## src/rtl/wiper_pkg.sv

```systemverilog
package wiper_pkg;
  localparam int POS_W   = 6;
  localparam int NUM_TAP = 1 << POS_W;
  typedef logic [POS_W-1:0] pos_t;
  typedef enum logic [2:0] {
    SRC_NONE,
    SRC_RECALL,
    SRC_WRITE,
    SRC_COPY,
    SRC_STEP
  } src_e;
endpackage

```

## src/rtl/wiper_step.sv

```systemverilog
module wiper_step
  import wiper_pkg::*;
(
  input  pos_t cur,
  input  logic up,
  output pos_t nxt
);
  localparam pos_t TOP = '1;
  always_comb begin
    if (up) nxt = (cur == TOP) ? cur : cur + pos_t'(1);
    else    nxt = (cur == '0)  ? cur : cur - pos_t'(1);
  end
endmodule

```

## src/rtl/wiper_src_arb.sv

```systemverilog
module wiper_src_arb
  import wiper_pkg::*;
#(
  parameter int NUM_DR = 4,
  localparam int SEL_W = $clog2(NUM_DR)
) (
  input  logic                    recall_any,
  input  pos_t                    dr0,
  input  logic                    wr_valid,
  input  pos_t                    wr_data,
  input  logic                    cp_valid,
  input  logic [SEL_W-1:0]        cp_sel,
  input  logic [NUM_DR*POS_W-1:0] dr_bus,
  input  logic                    step_valid,
  input  pos_t                    step_val,
  output logic                    wr_ready,
  output logic                    cp_ready,
  output logic                    step_ready,
  output logic                    load_en,
  output pos_t                    load_val,
  output src_e                    src
);
  pos_t dr_arr [NUM_DR];
  for (genvar g = 0; g < NUM_DR; g++) begin : g_unpack
    assign dr_arr[g] = dr_bus[g*POS_W +: POS_W];
  end

  assign wr_ready   = !recall_any;
  assign cp_ready   = wr_ready && !wr_valid;
  assign step_ready = cp_ready && !cp_valid;

  always_comb begin
    src = SRC_NONE;
    if (recall_any)                    src = SRC_RECALL;
    else if (wr_valid)                 src = SRC_WRITE;
    else if (cp_valid)                 src = SRC_COPY;
    else if (step_valid && step_ready) src = SRC_STEP;
  end

  always_comb begin
    unique case (src)
      SRC_RECALL: load_val = dr0;
      SRC_WRITE:  load_val = wr_data;
      SRC_COPY:   load_val = dr_arr[cp_sel];
      SRC_STEP:   load_val = step_val;
      default:    load_val = '0;
    endcase
  end
  assign load_en = (src != SRC_NONE);
endmodule

```

## src/rtl/wiper_tap_dec.sv

```systemverilog
module wiper_tap_dec
  import wiper_pkg::*;
(
  input  pos_t               pos,
  output logic [NUM_TAP-1:0] tap
);
  for (genvar i = 0; i < NUM_TAP; i++) begin : g_tap
    assign tap[i] = (pos == pos_t'(i));
  end
endmodule

```

## src/rtl/wiper_settle.sv

```systemverilog
module wiper_settle #(
  parameter int SETTLE_CYC = 8,
  localparam int CNT_W = $clog2(SETTLE_CYC + 1)
) (
  input  logic clk,
  input  logic rst_n,
  input  logic change,
  output logic settled
);
  localparam logic [CNT_W-1:0] LOAD = CNT_W'(SETTLE_CYC);
  logic [CNT_W-1:0] cnt_q;
  always_ff @(posedge clk or negedge rst_n) begin
    if (!rst_n)          cnt_q <= LOAD;
    else if (change)     cnt_q <= LOAD;
    else if (cnt_q != 0) cnt_q <= cnt_q - 1'b1;
  end
  assign settled = (cnt_q == '0);
endmodule

```

## src/rtl/wiper_pos_reg.sv

```systemverilog
module wiper_pos_reg
  import wiper_pkg::*;
#(
  parameter int NUM_DR     = 4,
  parameter int SETTLE_CYC = 8,
  localparam int SEL_W     = $clog2(NUM_DR)
) (
  input  logic                    clk,
  input  logic                    rst_n,
  input  logic                    recall_i,
  input  logic [POS_W-1:0]        dr0_i,
  input  logic                    wr_valid,
  output logic                    wr_ready,
  input  logic [POS_W-1:0]        wr_data,
  input  logic                    cp_valid,
  output logic                    cp_ready,
  input  logic [SEL_W-1:0]        cp_sel,
  input  logic [NUM_DR*POS_W-1:0] dr_bus,
  input  logic                    step_valid,
  output logic                    step_ready,
  input  logic                    step_up,
  output logic [POS_W-1:0]        pos_o,
  output logic [NUM_TAP-1:0]      tap_o,
  output logic                    settled_o
);
  pos_t pos_q, step_val, load_val, pos_d;
  logic boot_q, load_en;
  src_e src;

  always_ff @(posedge clk or negedge rst_n) begin
    if (!rst_n) boot_q <= 1'b1;
    else        boot_q <= 1'b0;
  end

  wiper_step u_step (.cur(pos_q), .up(step_up), .nxt(step_val));

  wiper_src_arb #(.NUM_DR(NUM_DR)) u_arb (
    .recall_any(boot_q | recall_i), .dr0(dr0_i),
    .wr_valid(wr_valid), .wr_data(wr_data),
    .cp_valid(cp_valid), .cp_sel(cp_sel), .dr_bus(dr_bus),
    .step_valid(step_valid), .step_val(step_val),
    .wr_ready(wr_ready), .cp_ready(cp_ready), .step_ready(step_ready),
    .load_en(load_en), .load_val(load_val), .src(src)
  );

  assign pos_d = load_en ? load_val : pos_q;

  always_ff @(posedge clk or negedge rst_n) begin
    if (!rst_n) pos_q <= '0;
    else        pos_q <= pos_d;
  end

  wiper_settle #(.SETTLE_CYC(SETTLE_CYC)) u_settle (
    .clk(clk), .rst_n(rst_n), .change(pos_d != pos_q), .settled(settled_o)
  );

  wiper_tap_dec u_dec (.pos(pos_q), .tap(tap_o));

  assign pos_o = pos_q;
endmodule

```

## config.mk

```make
export PLATFORM = sky130hd
export DESIGN_NAME = wiper_pos_reg
export DESIGN_NICKNAME = d
export VERILOG_FILES = /design/src/rtl/wiper_pkg.sv /design/src/rtl/wiper_step.sv /design/src/rtl/wiper_src_arb.sv /design/src/rtl/wiper_tap_dec.sv /design/src/rtl/wiper_settle.sv /design/src/rtl/wiper_pos_reg.sv
export SDC_FILE = /design/constraint.sdc
export NUM_CORES = 1
export LEC_CHECK = 0
export BUFFER_PORTS_ARGS = -buffer_cell sky130_fd_sc_hd__buf_2
export CAP_MARGIN = 20
export CORE_UTILIZATION = 25
export CTS_CLUSTER_DIAMETER = 120
export CTS_CLUSTER_SIZE = 28
export DETAILED_ROUTE_END_ITERATION = 7
export PLACE_DENSITY_LB_ADDON = 0.05
export SETUP_SLACK_MARGIN = 0.3
export SLEW_MARGIN = 15
export SYNTH_ARGS = -nofsm -noshare
export SYNTH_HDL_FRONTEND = slang
export SYNTH_HIERARCHICAL = 1
export SYNTH_SLANG_ARGS = --single-unit
```

## constraint.sdc

```tcl
create_clock -name clk -period 3.2 [get_ports clk]
set_clock_uncertainty 0.2 [all_clocks]
set_input_delay 0.32 -clock clk [delete_from_list [all_inputs] [get_ports clk]]
set_output_delay 0.32 -clock clk [all_outputs]
set_load 0.01 [all_outputs]
```

Yosys cells after proc, flatten, opt, wreduce, memory -nomap -nowiden
Cells that the tools add are included.
{"block": "totals", "ff_bits": 11, "latch_bits": 0, "ramBits": 0, "rom_bits": 0, "in_bits": 45, "output_inout_bits": 74, "wordCells": 102, "n_memories": 0}
{"block": "classes", "n_addsub": 3, "multipliers": 0, "n_div": 0, "order_cmp": 1, "eq_ne": 68, "shift": 0, "n_mux": 14, "bitwise_logic": 2, "n_reduce_logical": 11}
{"op": "6-bit == test, second input constant", "count": 32}
{"op": "6-bit by 5-bit == test with 1-bit output, second input constant", "count": 16}
{"op": "6-bit by 4-bit == test with 1-bit output, second input constant", "count": 8}
{"op": "6-bit 2-to-1 mux", "count": 6}
{"op": "6-bit by 3-bit == test with 1-bit output, second input constant", "count": 4}
{"op": "6-bit one-hot mux with 4 select lines", "count": 1}
{"op": "6-bit binary-select mux with 2-bit select", "count": 1}
{"op": "6-bit by 2-bit == test with 1-bit output, second input constant", "count": 2}
{"op": "3-bit 2-to-1 mux", "count": 4}
{"op": "4-bit 2-to-1 mux", "count": 2}
{"op": "6-bit by 1-bit adder with 6-bit output, second input constant", "count": 1}
{"op": "3-bit by 2-bit == test with 1-bit output, second input constant", "count": 2}
{"op": "6-bit by 1-bit == test with 1-bit output, second input constant", "count": 1}
{"op": "6-bit zero test", "count": 1}
{"op": "6-bit != test", "count": 1}
{"op": "6-bit by 1-bit subtractor with 6-bit output, second input constant", "count": 1}
{"op": "4-bit zero test", "count": 1}
{"op": "4-bit nonzero test", "count": 1}
{"op": "4-bit by 1-bit subtractor with 4-bit output, second input constant", "count": 1}
{"op": "3-bit by 1-bit == test with 1-bit output, second input constant", "count": 1}
{"op": "3-bit == test, second input constant", "count": 1}
{"op": "3-bit greater-or-equal comparator, second input constant", "count": 1}
{"op": "1-bit logical AND", "count": 3}
{"op": "1-bit zero test", "count": 3}
{"op": "other kinds (4)", "count": 4}

Depth between registers and ports, before layout
Gate-level depths: netlist of run 1.
{"block": "logic_depth", "word_depth": 14, "mapped_depth": 11, "depth_no_buf": 11}

Cells and area by module
Netlist of run 1, hierarchy kept.
{"module": "wiper_tap_dec", "n_inst": 1, "cells_each": 95, "area_each_um2": 461.7, "seq_area_each_um2": 0.0}
{"module": "wiper_src_arb", "n_inst": 1, "cells_each": 40, "area_each_um2": 355.3, "seq_area_each_um2": 0.0}
{"module": "wiper_step", "n_inst": 1, "cells_each": 52, "area_each_um2": 351.6, "seq_area_each_um2": 0.0}
{"module": "wiper_pos_reg", "n_inst": 1, "cells_each": 24, "area_each_um2": 326.6, "seq_area_each_um2": 176.4}
{"module": "wiper_settle", "n_inst": 1, "cells_each": 21, "area_each_um2": 220.2, "seq_area_each_um2": 101.3}

Least setup slack after synthesis of run 1
No wires, ideal clock.
{"block": "synth_timing", "kind": "register -> register", "from": "register pos_q[4], in the netlist pos_o[4]", "to": "register u_settle.cnt_q[3]", "setup_ns": 0.082, "arrival_time_ns": 2.542, "t_required_ns": 2.918, "slack_ns": 0.376, "stages_incl_launch_ff": 11, "n_path_buf": 1, "period_less_slack_ns": 2.824, "cell_sequence": "dfrtp_1 > buf_6 > or4_4 > o22ai_1 > xnor2_1 > a222oi_1 > nand2_1 > xnor2_1 > nand4_1 > o31a_1 > a211o_1"}
{"block": "synth_via", "elab_chain_len": 7, "word_cells_on_any_way": 12, "cone_classes": "2 x add/sub; 2 x eq/ne; 6 x mux; 2 x reduce/logical"}
{"element": "start, declared", "line": "wiper_pos_reg.sv:26", "source": "pos_t pos_q, step_val, load_val, pos_d;"}
{"element": "start signal, assigned", "line": "wiper_pos_reg.sv:50", "source": "else pos_q <= pos_d;"}
{"element": "6-bit == test / 6-bit zero test (equally long branches)", "line": "wiper_step.sv:10, wiper_step.sv:11"}
{"element": "6-bit 2-to-1 mux (on tied branches)", "line": "wiper_step.sv:10, wiper_step.sv:11"}
{"element": "6-bit 2-to-1 mux (*)", "line": "wiper_step.sv:10", "source": "if (up) nxt = (cur == TOP) ? cur : cur + pos_t'(1);"}
{"element": "net step_val[0]", "line": "wiper_pos_reg.sv:26"}
{"element": "6-bit one-hot mux with 4 select lines (*)", "line": "wiper_src_arb.sv:41", "source": "unique case (src)"}
{"element": "net load_val[0]", "line": "wiper_pos_reg.sv:26"}
{"element": "6-bit 2-to-1 mux (*)", "line": "wiper_pos_reg.sv:46", "source": "assign pos_d = load_en ? load_val : pos_q;"}
{"element": "6-bit != test (*)", "line": "wiper_pos_reg.sv:54", "source": ".clk(clk), .rst_n(rst_n), .change(pos_d != pos_q), .settled(settled_o)"}
{"element": "4-bit 2-to-1 mux / 2-bit nonzero test (equally long branches)"}
{"element": "end signal, assigned", "line": "wiper_settle.sv:15", "source": "else if (cnt_q != 0) cnt_q <= cnt_q - 1'b1;"}
{"element": "end, declared", "line": "wiper_settle.sv:11", "source": "logic [CNT_W-1:0] cnt_q;"}
The timed path passes the listed nets; every way through them passes the cells marked *.
A chain may end at the register's enable or synchronous reset.

Worst setup path after layout of run 1
{"block": "layout_timing", "from": "register pos_q[2], in the netlist pos_o[2]", "to": "register u_settle.cnt_q[3]"}
{"block": "layout_via", "elab_chain_len": 7, "word_cells_on_any_way": 12, "cone_classes": "2 x add/sub; 2 x eq/ne; 6 x mux; 2 x reduce/logical"}
{"element": "6-bit by 1-bit subtractor with 6-bit output (tied with other cells)", "line": "wiper_step.sv:11", "source": "else nxt = (cur == '0) ? cur : cur - pos_t'(1);"}
{"element": "6-bit 2-to-1 mux (on tied branches)", "line": "wiper_step.sv:11, wiper_step.sv:10"}
{"element": "6-bit 2-to-1 mux (*)", "line": "wiper_step.sv:10"}
{"element": "net step_val[5]", "line": "wiper_pos_reg.sv:26"}
{"element": "6-bit one-hot mux with 4 select lines (*)", "line": "wiper_src_arb.sv:41"}
{"element": "net load_val[5]", "line": "wiper_pos_reg.sv:26"}
{"element": "6-bit 2-to-1 mux (*)", "line": "wiper_pos_reg.sv:46"}
{"element": "6-bit != test (*)", "line": "wiper_pos_reg.sv:54"}
{"element": "4-bit 2-to-1 mux / 2-bit nonzero test (equally long branches)"}
Marks and branches as above.

==> results.rst, run 1 <==
.. list-table::
   :header-rows: 1

   * - Metric
     - Value
   * - Post-CTS clock slew at the launch and capture registers of the worst setup and hold paths
     - 0.05 ns
   * - GR Overflow Total
     - 0
   * - DRC violation count after routing
     - 8
   * - Cell Area, Synth
     - about 1700 um^2
   * - Die Height
     - 84.5 um
   * - Max transition margin
     - 0.572
   * - Synth-to-layout area growth
     - 49.6%
   * - Failing checks
     - design-rule violations
   * - Die X
     - about 85 um
   * - Initial cell density of the core
     - 0.264
   * - Maximum ir drop on the vdd rail
     - about 0.00037 V
   * - Yosys synthesis warning count
     - 6
   * - Count of endpoints failing hold in the final timing report
     - 0
   * - Worst path required time
     - roughly 3.2 ns
   * - Number of buffers inserted during clock tree synthesis
     - 3
   * - Reg-to-reg setup timing slack
     - about 0.31 ns
   * - Share of post-route cells with drive strength above 1
     - 0.504
   * - Standard-cell row count
     - 29
   * - Clock Tree Root
     - sky130_fd_sc_hd__clkbuf_8
   * - Area of the die
     - 7150 um^2
   * - Final worst-path cycle share
     - 0.902
   * - Total routing resource utilization after global routing
     - 0.156
   * - Leading cell type in the layout, fill and taps excluded
     - sky130_fd_sc_hd__buf_2
   * - Setup repair after global routing missed its margin
     - true
   * - Via count of the first global-routing pass
     - approximately 1900
   * - Initial antenna violation count
     - 0
   * - Router iterations before antenna repair
     - 8
   * - Count of boundary I/O pins
     - about 120
   * - Vias
     - approximately 2100
   * - Worst-path maximum fanout
     - 5
   * - Total nets after synthesis
     - about 280
   * - Max Used Layer
     - met4
   * - Area of all placed cells without fillers
     - between 2000 and 3000 um^2
   * - Core Region
     - ~6500 um^2
   * - Depth of the worst register-to-register path
     - 8
   * - Final weighted congestion of routability-driven global placement
     - 0.768
   * - Wire length of the first global-routing pass
     - between 9000 and 10000 um
   * - Setup TNS
     - 0 ns
   * - Highest attainable clock frequency
     - between 0.3 and 0.4 GHz
   * - Max clock buf depth
     - 2
   * - Power Dens Cells
     - between 200 and 300 nW/um^2
   * - Class of the tightest hold or removal check
     - input port to asynchronous set/reset pin
   * - Leakage power of the design
     - roughly 1.3 nW
   * - Sink count of the clock tree
     - 11
   * - Routed length on met3
     - around 330 um
   * - Wire length on met2
     - around 3000 um
   * - Final-stage net count
     - about 400
   * - Worst path arrival time
     - approximately 2.8 ns
   * - Post-Syn Instances
     - approximately 230
   * - Pin count of the biggest net entering global routing
     - 23
   * - Number of slew-limit violations in the final report
     - 0
   * - Sum of net half-perimeters after detailed placement
     - 4430 um
   * - Total wire length
     - just under 6000 um
   * - Type of element launching the critical path
     - register
   * - Setup crit end kind
     - register
   * - Most frequent cells in the layout
     - sky130_fd_sc_hd__buf_2, sky130_fd_sc_hd__nor2_1, sky130_fd_sc_hd__buf_4
   * - Outcome
     - complete, but fails checks
   * - Syn_area_per_cell
     - ~7.4 um^2
   * - Crit Reg-Reg Endpoint
     - u_settle/cnt_q[3]
   * - H-tree depth reported by CTS
     - 1
   * - M1 WL
     - 2510 um
   * - Actual slew at the worst max-slew pin
     - 0.642 ns
   * - Cell Area, Placed
     - 2350 um^2
   * - Via density per instance
     - between 4 and 5
   * - Input/output buffers
     - around 120
   * - Number of DRC violations after detailed-routing iteration 0
     - around 140
   * - Worst skew pair latency
     - 0.23 ns
   * - TritonCTS clock tree
     - built
   * - Per-cell routed wire length
     - approximately 14 um
   * - # setup viols final
     - 0
   * - MaxCap Viol Count
     - 0
   * - Shortest period the worst path allows
     - 2.89 ns
   * - Category of the most critical setup path
     - register to register
   * - Worst reg2reg startpoint
     - pos_o[2]
   * - Antenna violation net count after detailed routing
     - 0
   * - Antenna Diode Count
     - 0
[state kept, by name (all words and copies together) (netlist names)]
| name | cells |
|---|---|
| pos_o | 6 |
| boot_q | 1 |
| u_settle/cnt_q | 4 |
[routing by layer]
layer  GRT usage  vias up
met2       0.288       86
met3      0.0206        2
met1       0.198      972
met4      0.0185        0
li1            -     1065
met5           0        -
[worst max path at each step]
stage / from / end
after detailed placement: pos_o[2] / u_settle/cnt_q[3]
after global routing: pos_o[4] / u_settle/cnt_q[3]
final: pos_o[2] / u_settle/cnt_q[3]
after CTS: pos_o[4] / u_settle/cnt_q[3]
after floorplan: pos_o[4] / u_settle/cnt_q[3]
after global placement: pos_o[2] / u_settle/cnt_q[3]
[final cells by class]
| type | instances | area [um^2] |
|---|---|---|
| Timing Repair Buffer | 137 | 737 |
| Tap cell | 77 | 96.3 |
| Clock buffer | 4 | 45.0 |
| Fill cell | 697 | 3910 |
| Inverter | 7 | 26.3 |
| Multi-Input combinational cell | 192 | 1360 |
| Sequential cell | 11 | 283 |
[through the flow]
| stage | total power (W) | cells | utilization | setup slack [ns] | hold slack, ns |
|---|---|---|---|---|---|
| after global placement | 0.000479 | 413 | 0.364 | 0.148 | 0.000962 |
| final | 0.000644 | 428 | 0.394 | 0.314 | 0.285 |
| after detailed placement | 0.000476 | 413 | 0.364 | 0.188 | 0.00240 |
| after CTS | 0.000627 | 421 | 0.378 | 0.315 | 0.286 |
| after floorplan | 0.000370 | 229 | - | 0.376 | -0.176 |
| after global routing | 0.000700 | 428 | 0.394 | 0.164 | 0.302 |
[power breakdown]
part           total (W)  switching, W  leakage, nW  internal [W]
clock network   0.000135     0.0000483       0.0228     0.0000872
registers       0.000170     0.0000176        0.130      0.000152
logic           0.000339      0.000185         1.11      0.000153
[timing repair]
action | 4_1_cts | 5_1_grt
hold buffers | 1 | 0
gates resized for setup | 5 | 15
buffers inserted | 3 | 7
endpoints found under the hold margin | 11 | 0
pin swaps | 1 | 11
endpoints found under the setup margin | 4 | 4
[worst max-delay path, stage by stage (launching register included)]
cell and delay [ns]:
sky130_fd_sc_hd__dfrtp_2 0.43, sky130_fd_sc_hd__or4_4 0.59, sky130_fd_sc_hd__o21ai_0 0.20, sky130_fd_sc_hd__o211ai_1 0.13
sky130_fd_sc_hd__a222oi_1 0.37, sky130_fd_sc_hd__nand2_1 0.13, sky130_fd_sc_hd__xor2_1 0.15, sky130_fd_sc_hd__o31a_1 0.36
sky130_fd_sc_hd__a211o_1 0.24
Note: power is estimated with default switching activity, not from simulation.
==> inputs of run 2 (changes only) <==
--- a/config.mk
+++ b/config.mk
@@ -12,6 +12,7 @@
 export CTS_CLUSTER_SIZE = 28
 export DETAILED_ROUTE_END_ITERATION = 7
 export PLACE_DENSITY_LB_ADDON = 0.05
+export REMOVE_ABC_BUFFERS = 1
 export SETUP_SLACK_MARGIN = 0.3
 export SLEW_MARGIN = 15
 export SYNTH_ARGS = -nofsm -noshare
==> constraint.sdc (replaced) <==
create_clock -name clk -period 3.5 [get_ports clk]
set_clock_uncertainty 0.2 [all_clocks]
set_input_delay 0.35 -clock clk [delete_from_list [all_inputs] [get_ports clk]]
set_output_delay 0.35 -clock clk [all_outputs]
set_load 0.01 [all_outputs]
==> run 2 against run 1 <==
Combinational power shrank 20%. Total power shrank 13%. Largest power group unchanged. The flow still finishes with violations (design-rule violations). Setup slack gained 0.21 ns. Via count shrank 2.4%. Hold slack gained 0.023 ns. Sequential share of layout area grew 0.59 points.
==> results.rst, run 2 (synthesis gave the netlist of run 1 again) <==
.. list-table::
   :header-rows: 1

   * - Metric
     - Value
   * - Outcome
     - complete, but fails checks (unchanged)
   * - Failing checks
     - design-rule violations (unchanged)
   * - Initial cell density of the core
     - 0.264 (unchanged)
   * - Via count of the first global-routing pass
     - 1939 (was 1938)
   * - Wire length of the first global-routing pass
     - 9370 um (was 9230 um)
   * - Max transition margin
     - 0.571 (was 0.572)
   * - TritonCTS clock tree
     - built (unchanged)
   * - Die X
     - 84.5 um (unchanged)
   * - # setup viols final
     - 0 (unchanged)
   * - Leading cell type in the layout, fill and taps excluded
     - sky130_fd_sc_hd__buf_2 (unchanged)
   * - Highest attainable clock frequency
     - 0.336 GHz (was 0.346 GHz)
   * - Standard-cell row count
     - 29 (unchanged)
   * - Number of DRC violations after detailed-routing iteration 0
     - 141 (was 139)
   * - Worst skew pair latency
     - 0.24 ns (was 0.23 ns)
   * - Worst path top cell family by delay
     - compound AO/OA/AOI/OAI gates (unchanged)
   * - Count of boundary I/O pins
     - 119 (unchanged)
   * - Area of the die
     - 7150 um^2 (unchanged)
   * - Pin count of the biggest net entering global routing
     - 22 (was 23)
   * - Router iterations before antenna repair
     - 8 (unchanged)
   * - Post-layout worst setup margin
     - 0.521 ns (was 0.314 ns)
   * - Setup TNS
     - 0 ns (unchanged)
   * - Cell Area, Placed
     - 2340 um^2 (was 2350 um^2)
   * - Critical-path cell list
     - or4_4 > o22ai_1 > xnor2_1 > a222oi_1 > nand2_1 > xnor2_1 > nand4_1 > o31a_1 > a211o_1 (was or4_4 > o21ai_0 > o211ai_1 > a222oi_1 > nand2_1 > xor2_1 > o31a_1 > a211o_1)
   * - Setup repair after global routing missed its margin
     - false (was true)
   * - Vias
     - 2075 (was 2125)
   * - Total wire length
     - 5750 um (was 5860 um)
   * - Post-CTS Repair Setup Buffers
     - 0 (was 3)
   * - Final weighted congestion of routability-driven global placement
     - 0.748 (was 0.768)
   * - Max clock buf depth
     - 2 (unchanged)
   * - Post-CTS clock slew at the launch and capture registers of the worst setup and hold paths
     - 0.05 ns (about the same)
   * - Category of the most critical setup path
     - register to register (unchanged)
   * - Setup crit end kind
     - register (unchanged)
   * - Number of slew-limit violations in the final report
     - 0 (unchanged)
   * - Maximum single-stage delay on the critical path
     - 0.57 ns (was 0.59 ns)
   * - Number of buffer and inverter instances along the worst setup path
     - 0 (unchanged)
   * - Number of buffers inserted during clock tree synthesis
     - 3 (unchanged)
   * - Clock Tree Root
     - sky130_fd_sc_hd__clkbuf_8 (unchanged)
   * - Antenna Diode Count
     - 0 (unchanged)
   * - Standard cell with the maximum stage delay on the critical path
     - sky130_fd_sc_hd__or4_4 (unchanged)
   * - Leakage power of the design
     - 1.20 nW (was 1.26 nW)
   * - GR Overflow Total
     - 0 (unchanged)
   * - Per-cell routed wire length
     - 13.8 um (was 13.7 um)
   * - DRC violation count after routing
     - 11 (was 8)
   * - Final worst-path cycle share
     - 0.851 (was 0.902)
   * - Synth-to-layout area growth
     - 41.4% (was 49.6%)
   * - Power Dens Cells
     - 233 nW/um^2 (was 253 nW/um^2)
   * - Antenna violation net count after detailed routing
     - 0 (unchanged)
   * - Share of post-route cells with drive strength above 1
     - 0.453 (was 0.504)
   * - Area of all placed cells without fillers
     - 2410 um^2 (was 2550 um^2)
   * - Cell with the most instances on the worst path
     - sky130_fd_sc_hd__xnor2_1
   * - Shortest period the worst path allows
     - 2.98 ns (was 2.89 ns)
   * - Count of endpoints failing hold in the final timing report
     - 0 (unchanged)
   * - Worst hold margin
     - 0.308 ns (was 0.285 ns)
   * - Worst path required time
     - 3.46 ns (was 3.16 ns)
   * - Total routing resource utilization after global routing
     - 0.161 (was 0.156)
   * - Worst-path maximum fanout
     - 18 (was 5)
   * - H-tree depth reported by CTS
     - 1 (unchanged)
   * - Final-stage net count
     - 391 (was 402)
   * - Die Height
     - 84.5 um (unchanged)
   * - Class of the tightest hold or removal check
     - input port to asynchronous set/reset pin (unchanged)
   * - Actual slew at the worst max-slew pin
     - 0.644 ns (was 0.642 ns)
   * - Initial antenna violation count
     - 0 (unchanged)
   * - Type of element launching the critical path
     - register (unchanged)
   * - Most frequent cells in the layout
     - sky130_fd_sc_hd__buf_2, sky130_fd_sc_hd__nor2_1, sky130_fd_sc_hd__nand2_1 (was sky130_fd_sc_hd__buf_2, sky130_fd_sc_hd__nor2_1, sky130_fd_sc_hd__buf_4)
   * - Via density per instance
     - 4.98 (was 4.96)
   * - MaxCap Viol Count
     - 0 (unchanged)
   * - Sum of net half-perimeters after detailed placement
     - 4550 um (was 4430 um)
   * - Core Region
     - 6460 um^2 (unchanged)
   * - Flip-flop count of the largest register after layout
     - 6 (unchanged)
   * - Total power consumption of the routed design
     - 0.000560 W (was 0.000644 W)
   * - Setup WS pre-CTS
     - 0.466 ns (was 0.188 ns)
   * - Sink count of the clock tree
     - 11 (unchanged)
   * - Maximum ir drop on the vdd rail
     - 0.000285 V (was 0.000373 V)
   * - Worst path arrival time
     - 2.94 ns (was 2.84 ns)
   * - Input/output buffers
     - 118 (unchanged)
==> run 2: cell types whose count changed in the layout (fill, tap and decap cells not counted), sizes merged <==
cell	before	now
buf	135	125
clkbuf	5	4
==> run 2: final cells by class <==
cell class	instances	area, um^2
fill	715	4050
sequential	11	282
inverter	7	26.3
tap	77	96.3
timing repair buffer	126	653
clock buffer	4	45.0
multi-input combinational	192	1310
==> run 2: worst paths after layout <==
path / from / to / slack [ns] / cells after the start
max in group asynchronous: rst_n / boot_q / 2.52 / 2
setup / recovery: pos_o[2] / u_settle/cnt_q[3] / 0.52 / 9
setup reg to reg: pos_o[2] / u_settle/cnt_q[3] / 0.52 / 9
hold reg to reg: u_settle/cnt_q[1] / u_settle/cnt_q[1] / 0.33 / 2
min in group clk: u_settle/cnt_q[1] / u_settle/cnt_q[1] / 0.33 / 2
hold / removal: rst_n / u_settle/cnt_q[2] / 0.31 / 2
==> run 2: per-stage QoR <==
step / utilization / std cells
floorplan: - / 210
global placement: 0.363 / 412
detailed placement: 0.363 / 412
CTS: 0.372 / 417
global route: 0.373 / 417
finish: 0.373 / 417
==> run 2: what timing repair did <==
item	in CTS	in global routing
endpoints found under the hold margin	9	0
endpoints found under the setup margin	0	1
hold buffers	1	0
resized for setup	0	4
==> run 2: power breakdown <==
group / leakage (nW) / switching, W / internal [W] / total, W
Sequential: 0.131 / 0.0000247 / 0.000139 / 0.000164
Clock: 0.0228 / 0.0000465 / 0.0000799 / 0.000126
Combinational: 1.05 / 0.000151 / 0.000120 / 0.000270
==> run 2: worst reg2reg max path, delay by kind of cell, from the launching register on <==
kind	cells	cell delay, ns
flip-flops	1	0.51
XOR/XNOR	2	0.25
AO/OA/AOI/OAI	4	1.11
AND/OR/NAND/NOR	3	0.82
==> run 2: layer usage <==
metal,part of all wire,up-vias,global-route usage,wire length [um]
met1,0.44,948,0.191,2500
li1,-,1039,-,-
met3,0.068,2,0.0295,389
met5,0,-,0,0
met2,0.49,86,0.310,2840
met4,0.0023,0,0.0139,13
